`src/rtl/clkgate_pkg.sv`:
```
// Package: shared mode encoding and phase decode for the clock controller.
// Assumes a PCI period of six phase steps, numbered 0..5, with every
// output rising at phase 0.
package clkgate_pkg;

    // Mode code is {speed select, tristate/test pin}.
    typedef enum logic [1:0] {
        MODE_OFF  = 2'b00,
        MODE_SLOW = 2'b01,
        MODE_TEST = 2'b10,
        MODE_FAST = 2'b11
    } clk_mode_e;

    localparam int PH_W = 3;
    localparam logic [PH_W-1:0] PH_LAST = 3'd5;

    // CPU level at a phase: master/3 in slow mode, master/2 otherwise.
    function automatic logic cpu_level(input clk_mode_e m, input logic [PH_W-1:0] p);
        if (m == MODE_SLOW) begin
            return (p != 3'd2) && (p != 3'd5);
        end
        return ~p[0];
    endfunction

    // PCI level at a phase: high for the first half of the period.
    function automatic logic pci_level(input logic [PH_W-1:0] p);
        return p < 3'd3;
    endfunction

endpackage

```
`src/rtl/cc_sync.sv`:
```
// Module: two-flop synchroniser for a vector of independent level inputs.
// Assumes every bit is a slow level or a clock much slower than clk.
module cc_sync #(
    parameter int              W       = 1,
    parameter logic [W-1:0]    RST_VAL = '0
) (
    input  logic         clk,
    input  logic         rst_n,
    input  logic [W-1:0] d,
    output logic [W-1:0] q
);
    logic [W-1:0] stage1;

    // Two register stages per bit; reset loads the idle values.
    always_ff @(posedge clk) begin
        if (!rst_n) begin
            stage1 <= RST_VAL;
            q      <= RST_VAL;
        end else begin
            stage1 <= d;
            q      <= stage1;
        end
    end
endmodule

```
`src/rtl/cc_phase.sv`:
```
// Module: phase sequencer. Steps a 0..5 phase counter once per master cycle
// in the normal modes, or once per synchronised test-clock rise in test
// mode. It presents the next-phase clock levels and a pre-boundary strobe
// on the step that enters phase 5, where every divided clock is low.
// It also runs the reference divider.
// Assumes tclk_s is already synchronised to clk.
module cc_phase
    import clkgate_pkg::*;
#(
    parameter int REF_DIV = 14
) (
    input  logic      clk,
    input  logic      rst_n,
    input  clk_mode_e mode,
    input  logic      tclk_s,
    output logic      tick,
    output logic      pre,
    output logic      cpu_nx,
    output logic      pci_nx,
    output logic      ref_nx
);
    localparam int RC_W = (REF_DIV > 2) ? $clog2(REF_DIV) : 1;
    localparam logic [RC_W-1:0] RC_LAST = RC_W'(REF_DIV - 1);
    localparam logic [RC_W-1:0] RC_HALF = RC_W'(REF_DIV / 2);

    logic [PH_W-1:0] ph, ph_next;
    logic [RC_W-1:0] rc, rc_next;
    logic            tclk_q;

    // Step strobe and next-phase decode.
    always_comb begin
        tick    = (mode == MODE_TEST) ? (tclk_s & ~tclk_q) : 1'b1;
        ph_next = (ph == PH_LAST) ? '0 : ph + 1'b1;
        pre     = tick && (ph_next == PH_LAST);
        cpu_nx  = cpu_level(mode, ph_next);
        pci_nx  = pci_level(ph_next);
        rc_next = (rc == RC_LAST) ? '0 : rc + 1'b1;
        ref_nx  = (mode == MODE_TEST) ? tclk_s : (rc_next < RC_HALF);
    end

    // Phase counter advances on each step.
    always_ff @(posedge clk) begin
        if (!rst_n) begin
            ph <= PH_LAST;
        end else if (tick) begin
            ph <= ph_next;
        end
    end

    // Reference divider and test-clock edge history.
    always_ff @(posedge clk) begin
        if (!rst_n) begin
            rc     <= RC_LAST;
            tclk_q <= 1'b0;
        end else begin
            rc     <= rc_next;
            tclk_q <= tclk_s;
        end
    end

    assert_phase_range_R2: assert property (@(posedge clk) disable iff (!rst_n)
        ph <= PH_LAST);
    assert_pre_then_wrap_R2: assert property (@(posedge clk) disable iff (!rst_n)
        (mode != MODE_TEST && pre) |=> (ph == PH_LAST));
endmodule

```
`src/rtl/cc_gate.sv`:
```
// Module: gate-enable control. Turns the synchronised stop and power inputs
// into per-output enables, which change only at a pre-boundary strobe
// (divided clocks) or while the next reference level is low. Holds all
// enables off through a power-up delay after power-down is released.
// Assumes pre coincides with all divided clocks going low.
module cc_gate #(
    parameter int PWRUP_CYCLES = 600000
) (
    input  logic clk,
    input  logic rst_n,
    input  logic pre,
    input  logic ref_nx,
    input  logic cpu_run_s,
    input  logic pci_run_s,
    input  logic pwr_on_s,
    output logic cpu_en,
    output logic pci_en,
    output logic free_en,
    output logic ref_en
);
    localparam int PU_W = $clog2(PWRUP_CYCLES + 1);
    localparam logic [PU_W-1:0] PU_LOAD = PU_W'(PWRUP_CYCLES);

    logic [PU_W-1:0] pu_cnt;
    logic            ready;

    assign ready = pwr_on_s && (pu_cnt == '0);

    // Power-up delay: reload while down, count out after release.
    always_ff @(posedge clk) begin
        if (!rst_n) begin
            pu_cnt <= '0;
        end else if (!pwr_on_s) begin
            pu_cnt <= PU_LOAD;
        end else if (pu_cnt != '0) begin
            pu_cnt <= pu_cnt - 1'b1;
        end
    end

    // Divided-clock enables move only at the pre-boundary strobe.
    always_ff @(posedge clk) begin
        if (!rst_n) begin
            cpu_en  <= 1'b1;
            pci_en  <= 1'b1;
            free_en <= 1'b1;
        end else if (pre) begin
            cpu_en  <= ready & cpu_run_s;
            pci_en  <= ready & pci_run_s;
            free_en <= ready;
        end
    end

    // Reference enable moves only while the next reference level is low.
    always_ff @(posedge clk) begin
        if (!rst_n) begin
            ref_en <= 1'b1;
        end else if (!ref_nx) begin
            ref_en <= ready;
        end
    end

    assert_cpu_under_power_R9: assert property (@(posedge clk) disable iff (!rst_n)
        cpu_en |-> free_en);
    assert_pci_under_power_R9: assert property (@(posedge clk) disable iff (!rst_n)
        pci_en |-> free_en);
    assert_no_early_start_R10: assert property (@(posedge clk) disable iff (!rst_n)
        $rose(free_en) |-> ($past(pu_cnt) == '0 && $past(pwr_on_s)));
endmodule

```
`src/rtl/clkgate_pwr_ctrl.sv`:
```
// Module: top of the clock stop and power-down controller. Synchronises
// the strap and control inputs, runs the phase sequencer and gate control,
// and registers each clock output as (next level AND enable) so that
// outputs come straight from flops.
// Assumes the straps are static or change only rarely.
module clkgate_pwr_ctrl
    import clkgate_pkg::*;
#(
    parameter int REF_DIV      = 14,
    parameter int PWRUP_CYCLES = 600000
) (
    input  logic clk,
    input  logic rst_n,
    input  logic spd_sel,
    input  logic tri_test_n,
    input  logic tclk,
    input  logic cpu_stop_n,
    input  logic pci_stop_n,
    input  logic pwr_dn_n,
    output logic cpu_clk,
    output logic pci_clk,
    output logic pci_free_clk,
    output logic ref_clk,
    output logic cpu_oe,
    output logic pci_oe,
    output logic pci_free_oe,
    output logic ref_oe
);
    localparam int NSYNC = 6;

    logic [NSYNC-1:0] raw_in, syn;
    clk_mode_e        mode;
    logic             tick, pre, cpu_nx, pci_nx, ref_nx;
    logic             cpu_en, pci_en, free_en, ref_en;
    logic             drive_on;

    assign raw_in = {tclk, pwr_dn_n, pci_stop_n, cpu_stop_n, tri_test_n, spd_sel};

    cc_sync #(.W(NSYNC), .RST_VAL(6'b011111)) u_sync (
        .clk   (clk),
        .rst_n (rst_n),
        .d     (raw_in),
        .q     (syn)
    );

    assign mode = clk_mode_e'({syn[0], syn[1]});

    cc_phase #(.REF_DIV(REF_DIV)) u_phase (
        .clk    (clk),
        .rst_n  (rst_n),
        .mode   (mode),
        .tclk_s (syn[5]),
        .tick   (tick),
        .pre    (pre),
        .cpu_nx (cpu_nx),
        .pci_nx (pci_nx),
        .ref_nx (ref_nx)
    );

    cc_gate #(.PWRUP_CYCLES(PWRUP_CYCLES)) u_gate (
        .clk       (clk),
        .rst_n     (rst_n),
        .pre       (pre),
        .ref_nx    (ref_nx),
        .cpu_run_s (syn[2]),
        .pci_run_s (syn[3]),
        .pwr_on_s  (syn[4]),
        .cpu_en    (cpu_en),
        .pci_en    (pci_en),
        .free_en   (free_en),
        .ref_en    (ref_en)
    );

    // Divided clock outputs update on each phase step.
    always_ff @(posedge clk) begin
        if (!rst_n) begin
            cpu_clk      <= 1'b0;
            pci_clk      <= 1'b0;
            pci_free_clk <= 1'b0;
        end else if (tick) begin
            cpu_clk      <= cpu_nx & cpu_en;
            pci_clk      <= pci_nx & pci_en;
            pci_free_clk <= pci_nx & free_en;
        end
    end

    // Reference output updates every master cycle.
    always_ff @(posedge clk) begin
        if (!rst_n) begin
            ref_clk <= 1'b0;
        end else begin
            ref_clk <= ref_nx & ref_en;
        end
    end

    assign drive_on    = (mode != MODE_OFF);
    assign cpu_oe      = drive_on;
    assign pci_oe      = drive_on;
    assign pci_free_oe = drive_on;
    assign ref_oe      = drive_on;

    assert_cpu_gate_low_R11: assert property (@(posedge clk) disable iff (!rst_n)
        !$stable(cpu_en) |-> !cpu_clk);
    assert_pci_gate_low_R11: assert property (@(posedge clk) disable iff (!rst_n)
        !$stable(pci_en) |-> !pci_clk);
    assert_ref_gate_low_R11: assert property (@(posedge clk) disable iff (!rst_n)
        !$stable(ref_en) |-> !ref_clk);
endmodule

```
`config.mk`:
```
export PLATFORM = sky130hd
export DESIGN_NAME = clkgate_pwr_ctrl
export DESIGN_NICKNAME = d
export VERILOG_FILES = /design/src/rtl/clkgate_pkg.sv /design/src/rtl/cc_sync.sv /design/src/rtl/cc_phase.sv /design/src/rtl/cc_gate.sv /design/src/rtl/clkgate_pwr_ctrl.sv
export SDC_FILE = /design/constraint.sdc
export NUM_CORES = 1
export LEC_CHECK = 0
export BUFFER_PORTS_ARGS = -buffer_cell sky130_fd_sc_hd__buf_2
export CAP_MARGIN = 10
export CORE_ASPECT_RATIO = 2
export CORE_UTILIZATION = 47
export DETAILED_ROUTE_END_ITERATION = 8
export PLACE_DENSITY = 0.62
export SYNTH_ARGS = -nofsm -noshare
export SYNTH_HDL_FRONTEND = slang
export SYNTH_SLANG_ARGS = --single-unit
```
`constraint.sdc`:
```
create_clock -name clk -period 3.2 [get_ports clk]
set_input_delay 0.16 -clock clk [delete_from_list [all_inputs] [get_ports clk]]
set_output_delay 0.16 -clock clk [all_outputs]
set_load 0.02 [all_outputs]
```
# Word-level counts from Yosys, hierarchy flattened
# Cells that the tools add are included.
[op_classes]
addsub = 3
magnitude_cmp = 2
n_eq_ne = 8
n_mux = 9
bitwise = 9
n_reduce_logical = 7
[op_table]
columns = ["op", "n"]
rows = [
  ["$mux 20", 2],
  ["$logic_not 20->1", 1],
  ["$reduce_bool 20->1", 1],
  ["$sub 20x1->20 const B", 1],
  ["$and 1x1->1", 7],
  ["$eq 3x3->1 const B", 2],
  ["$mux 1", 5],
  ["$add 4x1->4 const B", 1],
  ["$eq 4x4->1 const B", 1],
  ["$lt 4x3->1 const B", 1],
  ["$mux 4", 1],
  ["$add 3x1->3 const B", 1],
  ["$logic_and 1x1->1", 3],
  ["$lt 3x2->1 const B", 1],
  ["$mux 3", 1],
  ["$ne 3x2->1 const B", 1],
  ["$ne 3x3->1 const B", 1],
  ["$eq 2x1->1 const B", 1],
  ["$eq 2x2->1 const B", 1],
  ["$ne 2x1->1 const B", 1],
  ["$not 1->1", 2],
  ["$reduce_and 2->1", 1],
  ["$reduce_bool 2->1", 1],
]
[totals]
register_bits = 48
input_bits = 8
out_inout_bits = 8
word_cells = 53

# Longest topological paths before layout
# Gate-level depths: netlist of the first run.
[depth]
word_depth = 7
ltp_mapped = 8
mapped_depth_nobuf = 7

# Hierarchy
# Synthesis of the first run repeated with hierarchy kept, for this count alone.
[hier_totals]
cells_unflattened = 226
hier_area_um2 = 2112.0
[by_module_without_submodules]
columns = ["module", "n_inst", "cells_per_inst", "area_each_um2", "seq_area_each_um2"]
rows = [
  ["cc_gate", 1, 136, 1228.7, 480.5],
  ["cc_phase", 1, 47, 392.9, 160.2],
  ["cc_sync", 1, 25, 322.8, 240.2],
  ["clkgate_pwr_ctrl", 1, 18, 167.7, 80.1],
]

# Worst setup path before layout of the first run
# No wires, ideal clock.
[synth_timing]
kind = "register to register"
start = "register u_gate.pu_cnt[13]"
end = "register u_gate.pu_cnt[19]"
setup_time_ps = 120
t_arrival_ps = 1766
t_required_ps = 3080
path_slack_ps = 1315
path_stages_with_launch = 5
path_buffers = 0
period_less_slack_ps = 1885
path_cell_list = "dfxtp_1 > or4_4 > or4_1 > and2_0 > o31a_1"
[synth_via]
elab_chain_len = 3
word_cells_on_any_way = 5
cone_classes = "add/sub: 1; eq/ne: 1; mux: 2; reduce/logical: 1"
[synth_rtl]
columns = ["item", "line", "rtl"]
rows = [
  ["from (decl)", "cc_gate.sv:24", "logic [PU_W-1:0] pu_cnt;"],
  ["from (signal assigned)", "cc_gate.sv:36", "pu_cnt <= pu_cnt - 1'b1;"],
  ["$sub 20x1->20", "cc_gate.sv:36", ""],
  ["$mux 20", "cc_gate.sv:35", "end else if (pu_cnt != '0) begin"],
  ["$mux 20", "cc_gate.sv:33", "end else if (!pwr_on_s) begin"],
]
# Several ways; a longest one is shown, not always the timed one. The select of a mux whose other input is x is not followed.
# A chain may end at the register's enable or synchronous reset.

# Final worst setup path of the first run
[layout_timing]
start = "register u_gate.pu_cnt[8]"
end = "register u_gate.pu_cnt[19]"
# The elaborated chain is that of the path after synthesis.

==> impl_metrics.csv, run 1 <==
group,metric,value,unit
setup_path,r2r_slack,1150,ps
clock_network,htreeDepth,2,
sta,finalSetupTns,0,ps
drt,routed_wl,3900,um
sta,slew_violations,0,
drt,ant_nets,0,
drt,drt_iter0_drc,17,
setup_path,arrival,2240,ps
yosys,synth_top_area_cell,"dfxtp_1",
sta,fin_worst_skew,3.28,ps
setup_path,crit_buf_inv,0,
sta,hold_viol,0,
pwr,p_clk_share,18.8,%
clock_network,path_clk_slew,90,ps
setup_path,crit_path_start_kind,"register",
layout,syn_to_final_growth,9.49,%
yosys,yosys_warnings,0,
yosys,ys_ff_latch,48,
place,place_hpwl,2930,um
clock_network,numCtsBuffers,5,
layout,mostFrequentLayoutCells,"dfxtp_1, nand2_1, a21oi_1",
sta,setup_viol,0,
layout,layout-drive-gt1-share,13.0,%
sta,fin_crit,2050,ps
setup_path,worstSetupPathType,"register to register",
pwr,p_per_area,898,nW/um^2
clock_network,cts_setup_buffers,0,
setup_path,crit_fanout,7,
pwr,power_frac_seq,43.3,%
setup_path,reg2reg_depth,5,
setup_path,endpoint,"u_gate.pu_cnt[19]",
yosys,ys_seq_area_share,47.6,%
pwr,p_int,0.00123,W
yosys,yosysTopAreaCellShare,47.6,%
die,die_w,48.3,um
pwr,total_leakage_power,0.890,nW
clock_network,cts_hold_repair.buffers,0,
drt,firstDrtPassIters,4,
clock_network,cts_tree,"yes",
yosys,synth_edf_count,0,
sta,period_share,64.2,%
pwr,vdd_ir_drop_max,0.603,mV
clock_network,cts_resized,0,
pwr,p_sw_share,38.0,%
die,row_count,33,
yosys,async_reset_ff_share,0,%
global_routing,antenna_found_initial,0,
sta,worstMarginPinSlew,719,ps
clock_network,cts_root_buffer,"clkbuf_8",
die,io_pins,16,
worst_hold_path,min_path_cells,2,
drt,drcViolationCount,0,
setup_path,crit_family,"simple AND/OR/NAND/NOR gates",
layout,final_common_cell,"dfxtp_1",
place,gp_congestion,0.888,
layout,fillCellCount,391,
global_routing,grt_usage,19.1,%
setup_path,cp-startpoint,"u_gate.pu_cnt[8]",
sta,maxSlewHeadroom,52.1,%
pwr,totalPowerFinal,0.00198,W
pwr,p_comb_share,37.9,%
setup_path,reg2reg_from,"u_gate.pu_cnt[8]",
yosys,synth_ff_type,"dfxtp_1",
drt,vias,1569,
sta,rsz0062_at_grt,"no",
clock_network,cts_max_path_buffers,2,
global_routing,grt_first_pass_wirelength,6760,um
global_routing,grt_pass1_vias,1515,
die,coreArea,4090,um^2
yosys,synth_nets,236,
drt,viasPerCell,5.39,
yosys,synth.area.top_cells,"dfxtp_1, nand2b_1, a21oi_1",
yosys,syn_inst,226,
sta,max_freq,487,MHz
layout,fin_nets,248,
setup_path,cp.depth,5,
setup_path,worstReg2RegEnd,"u_gate.pu_cnt[19]",
clock_network,clk-insertion-delay-late,290,ps
layout,antenna_cells,0,
global_routing,gr-total-overflow,0,
pwr,p_sw,0.000755,W
die,die_h,94.7,um
yosys,ys_types,43,
drt,wl_per_cell,13.4,um
global_routing,grt_start_max_net_pins,20,
worst_hold_path,min_path_type,"primary input to register",
place,portBuffers,15,
setup_path,cp_cell_sequence,"nor3_2, nand4_1, or4_1, and2_0, o31a_1",
yosys,syn_area_per_cell,8.93,um^2
yosys,syn_area,2020,um^2
setup_path,cp_slowest_cell,"or4_1",
layout,design_area,2210,um^2
setup_path,setup.worst_path.end_class,"register",
place,place_area,2110,um^2
job,drv_cap,0,
die,start_util,49.4,%
clock_network,cts.sinks,48,
setup_path,cp.required,3390,ps
die,dieArea,4580,um^2
setup_path,max_stage_delay,480,ps
outcome,status,"complete, no violations",
==> registers in the layout (all words and copies together) (netlist names) <==
name	count
u_gate.pu_cnt	20
u_sync.q	6
u_sync.stage1	6
u_phase.rc	4
u_phase.ph	3
cpu_clk	1
pci_clk	1
pci_free_clk	1
ref_clk	1
u_gate.cpu_en	1
u_gate.free_en	1
u_gate.pci_en	1
u_gate.ref_en	1
u_phase.tclk_q	1
==> layout make-up <==
type | count | area (um^2) | share of cell area (%)
multi-input cells | 161 | 981 | 44.4
flip-flops and latches | 48 | 961 | 43.5
clock buffers | 6 | 82.6 | 3.74
repair buffers | 16 | 82.6 | 3.74
well taps | 52 | 65.1 | 2.94
inverters | 6 | 22.5 | 1.02
clock inverters | 2 | 15.0 | 0.680
==> metrics by stage <==
| step | util (%) | setup WS (ps) | std cells | hold slack, ps |
|---|---|---|---|---|
| after CTS | 54.1 | 1130 | 291 | 33.9 |
| after detailed placement | 51.7 | 1150 | 283 | 343 |
| after floorplan | - | 1310 | 226 | 261 |
| after global placement | 51.7 | 1200 | 283 | 340 |
| final | 54.1 | 1150 | 291 | 42.7 |
| after global routing | 54.1 | 1020 | 291 | 34.0 |
==> cell usage after synthesis, drive strengths merged (6+ instances only) <==
master  instances
nand3           6
a21oi          18
or3            10
nand2          19
nand2b         15
nor3           10
dfxtp          48
inv             6
nor2           17
clkbuf          7
xnor2           6
==> power by group through the flow <==
stage	registers, W	logic, W	clock network (W)
final	0.000860	0.000752	0.000373
after global routing	0.000884	0.000848	0.000412
after CTS	0.000861	0.000758	0.000386
after detailed placement	0.000874	0.000752	0
after global placement	0.000873	0.000749	0
after floorplan	0.000848	0.000614	0
==> cells by family (layout without fill, tap and decap cells) <==
kind of cell | Yosys count | in the layout | share of synthesized area (%)
AND/OR/NAND/NOR | 105 | 105 | 28.9
flip-flops | 48 | 48 | 47.6
AO/OA/AOI/OAI | 43 | 43 | 13.5
buffers and inverters | 17 | 30 | 3.78
XOR/XNOR | 7 | 7 | 3.04
multiplexers | 4 | 4 | 1.98
adder cells (fa/ha/maj) | 2 | 2 | 1.24
==> metal layers <==
| metal | vias to the layer above | track usage, % | part of all wire [%] | wire length [um] |
|---|---|---|---|---|
| met5 | - | 0 | 0 | 0 |
| li1 | 823 | - | - | - |
| met1 | 727 | 18.9 | 41 | 1600 |
| met4 | 0 | 9.56 | 3.0 | 119 |
| met3 | 8 | 3.70 | 1.2 | 47 |
| met2 | 11 | 37.1 | 55 | 2140 |
==> worst min path at each step <==
stage               start               end  slack [ps]
6_report       tri_test_n  u_sync.stage1[1]          40
5_1_grt        pci_stop_n  u_sync.stage1[3]          30
4_1_cts        pci_stop_n  u_sync.stage1[3]          30
3_5_place_dp   pci_stop_n  u_sync.stage1[3]         340
3_3_place_gp   tri_test_n  u_sync.stage1[1]         340
2_1_floorplan     spd_sel  u_sync.stage1[0]         260
Power figures use the tool's default switching activity.
==> run 2, diff against run 1 <==
==> constraint.sdc (replaced) <==
create_clock -name clk -period 1.9 [get_ports clk]
set_input_delay 0.095 -clock clk [delete_from_list [all_inputs] [get_ports clk]]
set_output_delay 0.095 -clock clk [all_outputs]
set_load 0.02 [all_outputs]
==> impl_metrics.csv, run 2 (same netlist as run 1, synthesis figures left out) <==
group,metric,value,unit
place,place_area,2250,um^2
drt,vias,1678,
global_routing,grt_first_pass_wirelength,7420,um
layout,syn_to_final_growth,21.4,%
layout,antenna_cells,0,
die,io_pins,16,
setup_path,cp.required,2090,ps
clock_network,cts.sinks,48,
setup_path,arrival,2080,ps
die,coreArea,4090,um^2
global_routing,gr-total-overflow,0,
sta,max_freq,530,MHz
clock_network,cts_root_buffer,"clkbuf_8",
die,die_h,94.7,um
place,place_hpwl,3160,um
drt,ant_nets,0,
layout,layout-drive-gt1-share,22.4,%
layout,fin_nets,272,
drt,wl_per_cell,13.7,um
sta,slew_violations,0,
layout,largest_reg_flops,20,
sta,worstMarginPinSlew,395,ps
die,row_count,33,
sta,maxSlewHeadroom,73.7,%
layout,reg.largest.list,"u_gate.pu_cnt (20), u_sync.q (6), u_sync.stage1 (6)",
job,drv_cap,0,
drt,wl_met1,1700,um
drt,drcViolationCount,0,
clock_network,path_clk_slew,90,ps
die,dieArea,4580,um^2
drt,top_layer_used,"met4",
setup_path,worstSetupPathType,"register to register",
global_routing,grt_start_max_net_pins,17,
pwr,power_frac_seq,37.1,%
sta,finalSetupTns,0,ps
place,portBuffers,15,
drt,wl_met3,68,um
sta,setup_viol,0,
layout,final_common_cell,"dfxtp_1",
drt,routed_wl,4310,um
pwr,p_sw_share,35.9,%
drt,wl_met2,2430,um
setup_path,crit_path_start_kind,"register",
pwr,p_per_area,1570,nW/um^2
clock_network,clk-insertion-delay-late,300,ps
pwr,total_leakage_power,1.04,nW
clock_network,htreeDepth,2,
die,start_util,49.4,%
pwr,p_comb_share,43.1,%
global_routing,antenna_found_initial,0,
drt,drt_iter0_drc,44,
layout,mostFrequentLayoutCells,"dfxtp_1, buf_4, nand2_1",
place,gp_congestion,0.850,
outcome,status,"complete, no violations",
sta,period_share,99.3,%
pwr,p_clk_share,19.8,%
clock_network,cts_tree,"yes",
setup_path,crit_fanout,3,
drt,viasPerCell,5.33,
drt,firstDrtPassIters,4,
setup_path,setup.worst_path.end_class,"register",
global_routing,grt_usage,21.3,%
worst_hold_path,min_path_type,"primary input to register",
pwr,p_int,0.00247,W
die,die_w,48.3,um
sta,fin_crit,1890,ps
layout,largest_register,"u_gate.pu_cnt",
sta,hold_viol,0,
sta,fin_worst_skew,7.06,ps
clock_network,numCtsBuffers,5,
clock_network,cts_max_path_buffers,2,
pwr,p_sw,0.00138,W
global_routing,grt_pass1_vias,1681,
layout,design_area,2450,um^2
pwr,vdd_ir_drop_max,0.941,mV
sta,rsz0062_at_grt,"yes",
run 2: cell types whose count changed in the layout (fill, tap and decap cells not counted), sizes merged:
cell,previous run,this run
dlygate4sd3,0,5
clkinvlp,2,0
clkinv,0,1
bufinv,0,1
buf,16,35
run 2: final timing paths:
path	start	cells past startpoint	slack (ps)	to
worst max-delay path	u_gate.pu_cnt[13]	4	10	u_gate.pu_cnt[19]
worst min-delay path	tclk	2	20	u_sync.stage1[5]
worst max register to register	u_gate.pu_cnt[13]	4	10	u_gate.pu_cnt[19]
worst min register to register	u_sync.stage1[4]	1	410	u_sync.q[4]
run 2: timing repair:
| action | 4_1_cts | 5_1_grt |
|---|---|---|
| gates cloned | 0 | 0 |
| endpoints found under the setup margin | 1 | 5 |
| hold endpoints to repair | 5 | 0 |
| buffers inserted | 0 | 1 |
| hold buffers | 5 | 0 |
| pin swaps | 1 | 0 |
| gates resized for setup | 3 | 7 |
run 2: final cells by class:
class	count	area, um^2
Fill cell	374	1640
Multi-Input combinational cell	161	998
Sequential cell	48	967
Timing Repair Buffer	40	275
Clock buffer	6	82.6
Tap cell	52	65.1
Clock inverter	2	38.8
Inverter	6	22.5
run 2: per-layer routing:
metal / vias to the layer above / GRT usage (%)
met1: 781 / 20.9
met4: 0 / 11.0
met2: 18 / 41.8
met3: 7 / 3.38
met5: - / 0
li1: 872 / -
run 2: critical path, stage by stage, from the launching register on:
cell and delay [ps]:
dfxtp_2 340, or4_4 530, or4_4 490, and2_0 150, o31a_1 270
run 2: power groups by stage:
stage	combinational, W	sequential, W	clock, W
2_1_floorplan	0.00103	0.00143	0
3_3_place_gp	0.00157	0.00144	0
3_5_place_dp	0.00158	0.00144	0
4_1_cts	0.00161	0.00143	0.000788
5_1_grt	0.00185	0.00147	0.000814
6_report	0.00166	0.00143	0.000765
run 2: per-stage QoR:
step,worst slack (ps),instances,total power (W),util [%],hold WS (ps)
floorplan,14.7,226,0.00246,-,196
global placement,10.2,301,0.00301,55.0,275
detailed placement,-18.9,301,0.00302,55.0,285
CTS,13.4,314,0.00383,59.3,9.84
global route,-52.2,315,0.00413,59.9,13.7
finish,12.5,315,0.00386,59.9,16.9
==> run 3, diff against run 2 <==
==> constraint.sdc (replaced) <==
create_clock -name clk -period 1.9 [get_ports clk]
set_input_delay 0.19 -clock clk [delete_from_list [all_inputs] [get_ports clk]]
set_output_delay 0.19 -clock clk [all_outputs]
set_load 0.02 [all_outputs]
==> impl_metrics.csv, run 3 (same netlist as run 1, synthesis figures left out) <==
group,metric,value,unit
outcome,status,"complete, no violations",
place,gp_congestion,0.850,
drt,wl_per_cell,13.8,um
layout,final_common_cell,"dfxtp_1",
drt,routed_wl,4270,um
global_routing,grt_start_max_net_pins,17,
global_routing,grt_usage,21.1,%
clock_network,cts_hold_repair.buffers,0,
pwr,totalPowerFinal,0.00385,W
drt,drcViolationCount,0,
clock_network,cts.sinks,48,
layout,fin_cells,310,
layout,layout.core_utilization,58.7,%
sta,rsz0062_at_grt,"yes",
setup_path,setup.worst_path.end_class,"register",
sta,fin_crit,1880,ps
sta,worstMarginPinSlew,395,ps
die,start_util,49.4,%
clock_network,cts_max_path_buffers,2,
layout,multi_input_area,998,um^2
pwr,p_per_area,1600,nW/um^2
setup_path,crit_fanout,3,
drt,ant_nets,0,
setup_path,arrival,2080,ps
job,drv_cap,0,
global_routing,grt_pass1_vias,1658,
place,dp.cells,301,
layout,largest_register,"u_gate.pu_cnt",
clock_network,clk-insertion-delay-late,300,ps
place,place_ws,-18.9,ps
layout,regArea,967,um^2
layout,largest_reg_flops,20,
sta,maxSlewHeadroom,73.7,%
worst_hold_path,min_path_cells,2,
setup_path,crit_buf_inv,0,
layout,fillCellCount,380,
sta,period_share,99.2,%
setup_path,crit_family,"simple AND/OR/NAND/NOR gates",
layout,antenna_cells,0,
layout,fin_nets,267,
drt,viasPerCell,5.38,
die,io_pins,16,
setup_path,cp.depth,4,
sta,hold_viol,0,
layout,syn_to_final_growth,18.9,%
setup_path,max_stage_delay,530,ps
drt,vias,1667,
global_routing,gr-total-overflow,0,
sta,slew_violations,0,
setup_path,cp.required,2090,ps
sta,worst_slack,15.2,ps
clock_network,cts_root_buffer,"clkbuf_8",
setup_path,path_common_cell,"or4_4",
die,dieArea,4580,um^2
sta,max_freq,531,MHz
sta,fin_worst_skew,6.75,ps
clock_network,path_clk_slew,90,ps
worst_hold_path,min_path_type,"primary input to register",
place,portBuffers,15,
place,place_hpwl,3160,um
layout,reg.largest.list,"u_gate.pu_cnt (20), u_sync.q (6), u_sync.stage1 (6)",
setup_path,reg2reg_depth,4,
setup_path,worstSetupPathType,"register to register",
clock_network,cts_tree,"yes",
drt,drt_iter0_drc,46,
setup_path,crit_path_start_kind,"register",
die,row_count,33,
pwr,vdd_ir_drop_max,0.940,mV
global_routing,antenna_found_initial,0,
global_routing,grt_first_pass_wirelength,7350,um
layout,mostFrequentLayoutCells,"dfxtp_1, buf_4, nand2_1",
clock_network,numCtsBuffers,5,
die,die_h,94.7,um
drt,firstDrtPassIters,4,
setup_path,cp_slowest_cell,"or4_4",
clock_network,htreeDepth,2,
setup_path,cp_cell_sequence,"or4_4, or4_4, and2_0, o31a_1",
die,coreArea,4090,um^2
sta,setup_viol,0,
pwr,total_leakage_power,1.01,nW
die,die_w,48.3,um
layout,layout-drive-gt1-share,22.9,%
==> run 3: path summary, 6_finish.rpt <==
check	startpoint	end	slack, ps
setup reg to reg	u_gate.pu_cnt[13]	u_gate.pu_cnt[19]	20
hold / removal	tri_test_n	u_sync.stage1[1]	70
hold reg to reg	u_sync.stage1[4]	u_sync.q[4]	410
setup / recovery	u_gate.pu_cnt[13]	u_gate.pu_cnt[19]	20
==> run 3: layout make-up <==
cell class,count,share of cell area [%]
Multi-Input combinational cell,161,41.6
Sequential cell,48,40.3
Timing Repair Buffer,35,9.38
Clock buffer,6,3.44
Tap cell,52,2.71
Clock inverter,2,1.62
Inverter,6,0.938
==> run 3: power breakdown <==
group / internal, W / leakage (nW) / switching, W
logic: 0.000800 / 0.554 / 0.000850
registers: 0.00124 / 0.399 / 0.000195
clock network: 0.000430 / 0.0614 / 0.000335
total: 0.00247 / 1.01 / 0.00138
==> run 3: per-layer routing <==
layer	GRT usage (%)	part of all wire (%)	vias to the layer above
li1	-	-	863
met1	20.7	39	774
met2	41.5	57	21
met3	3.38	1.6	9
met4	11.0	2.7	0
met5	0	0	-
==> run 3: what timing repair did <==
action | 4_1_cts | 5_1_grt
buffers inserted | 0 | 1
pin swaps | 1 | 0
setup endpoints to repair | 1 | 5
gates cloned | 0 | 0
resized for setup | 3 | 7
==> run 3: worst reg2reg max path, stage by stage (launching register included) <==
cell,delay (ps)
dfxtp_2,340
or4_4,530
or4_4,490
and2_0,150
o31a_1,270
==> run 3: metrics by stage <==
| stage | hold slack, ps | TNS, ps | instance area [um^2] |
|---|---|---|---|
| after floorplan | 291 | 0 | 2020 |
| after global placement | 370 | 0 | 2250 |
| after detailed placement | 380 | -18.9 | 2250 |
| after CTS | 66.4 | 0 | 2370 |
| after global routing | 70.6 | -75.5 | 2400 |
| final | 69.9 | 0 | 2400 |
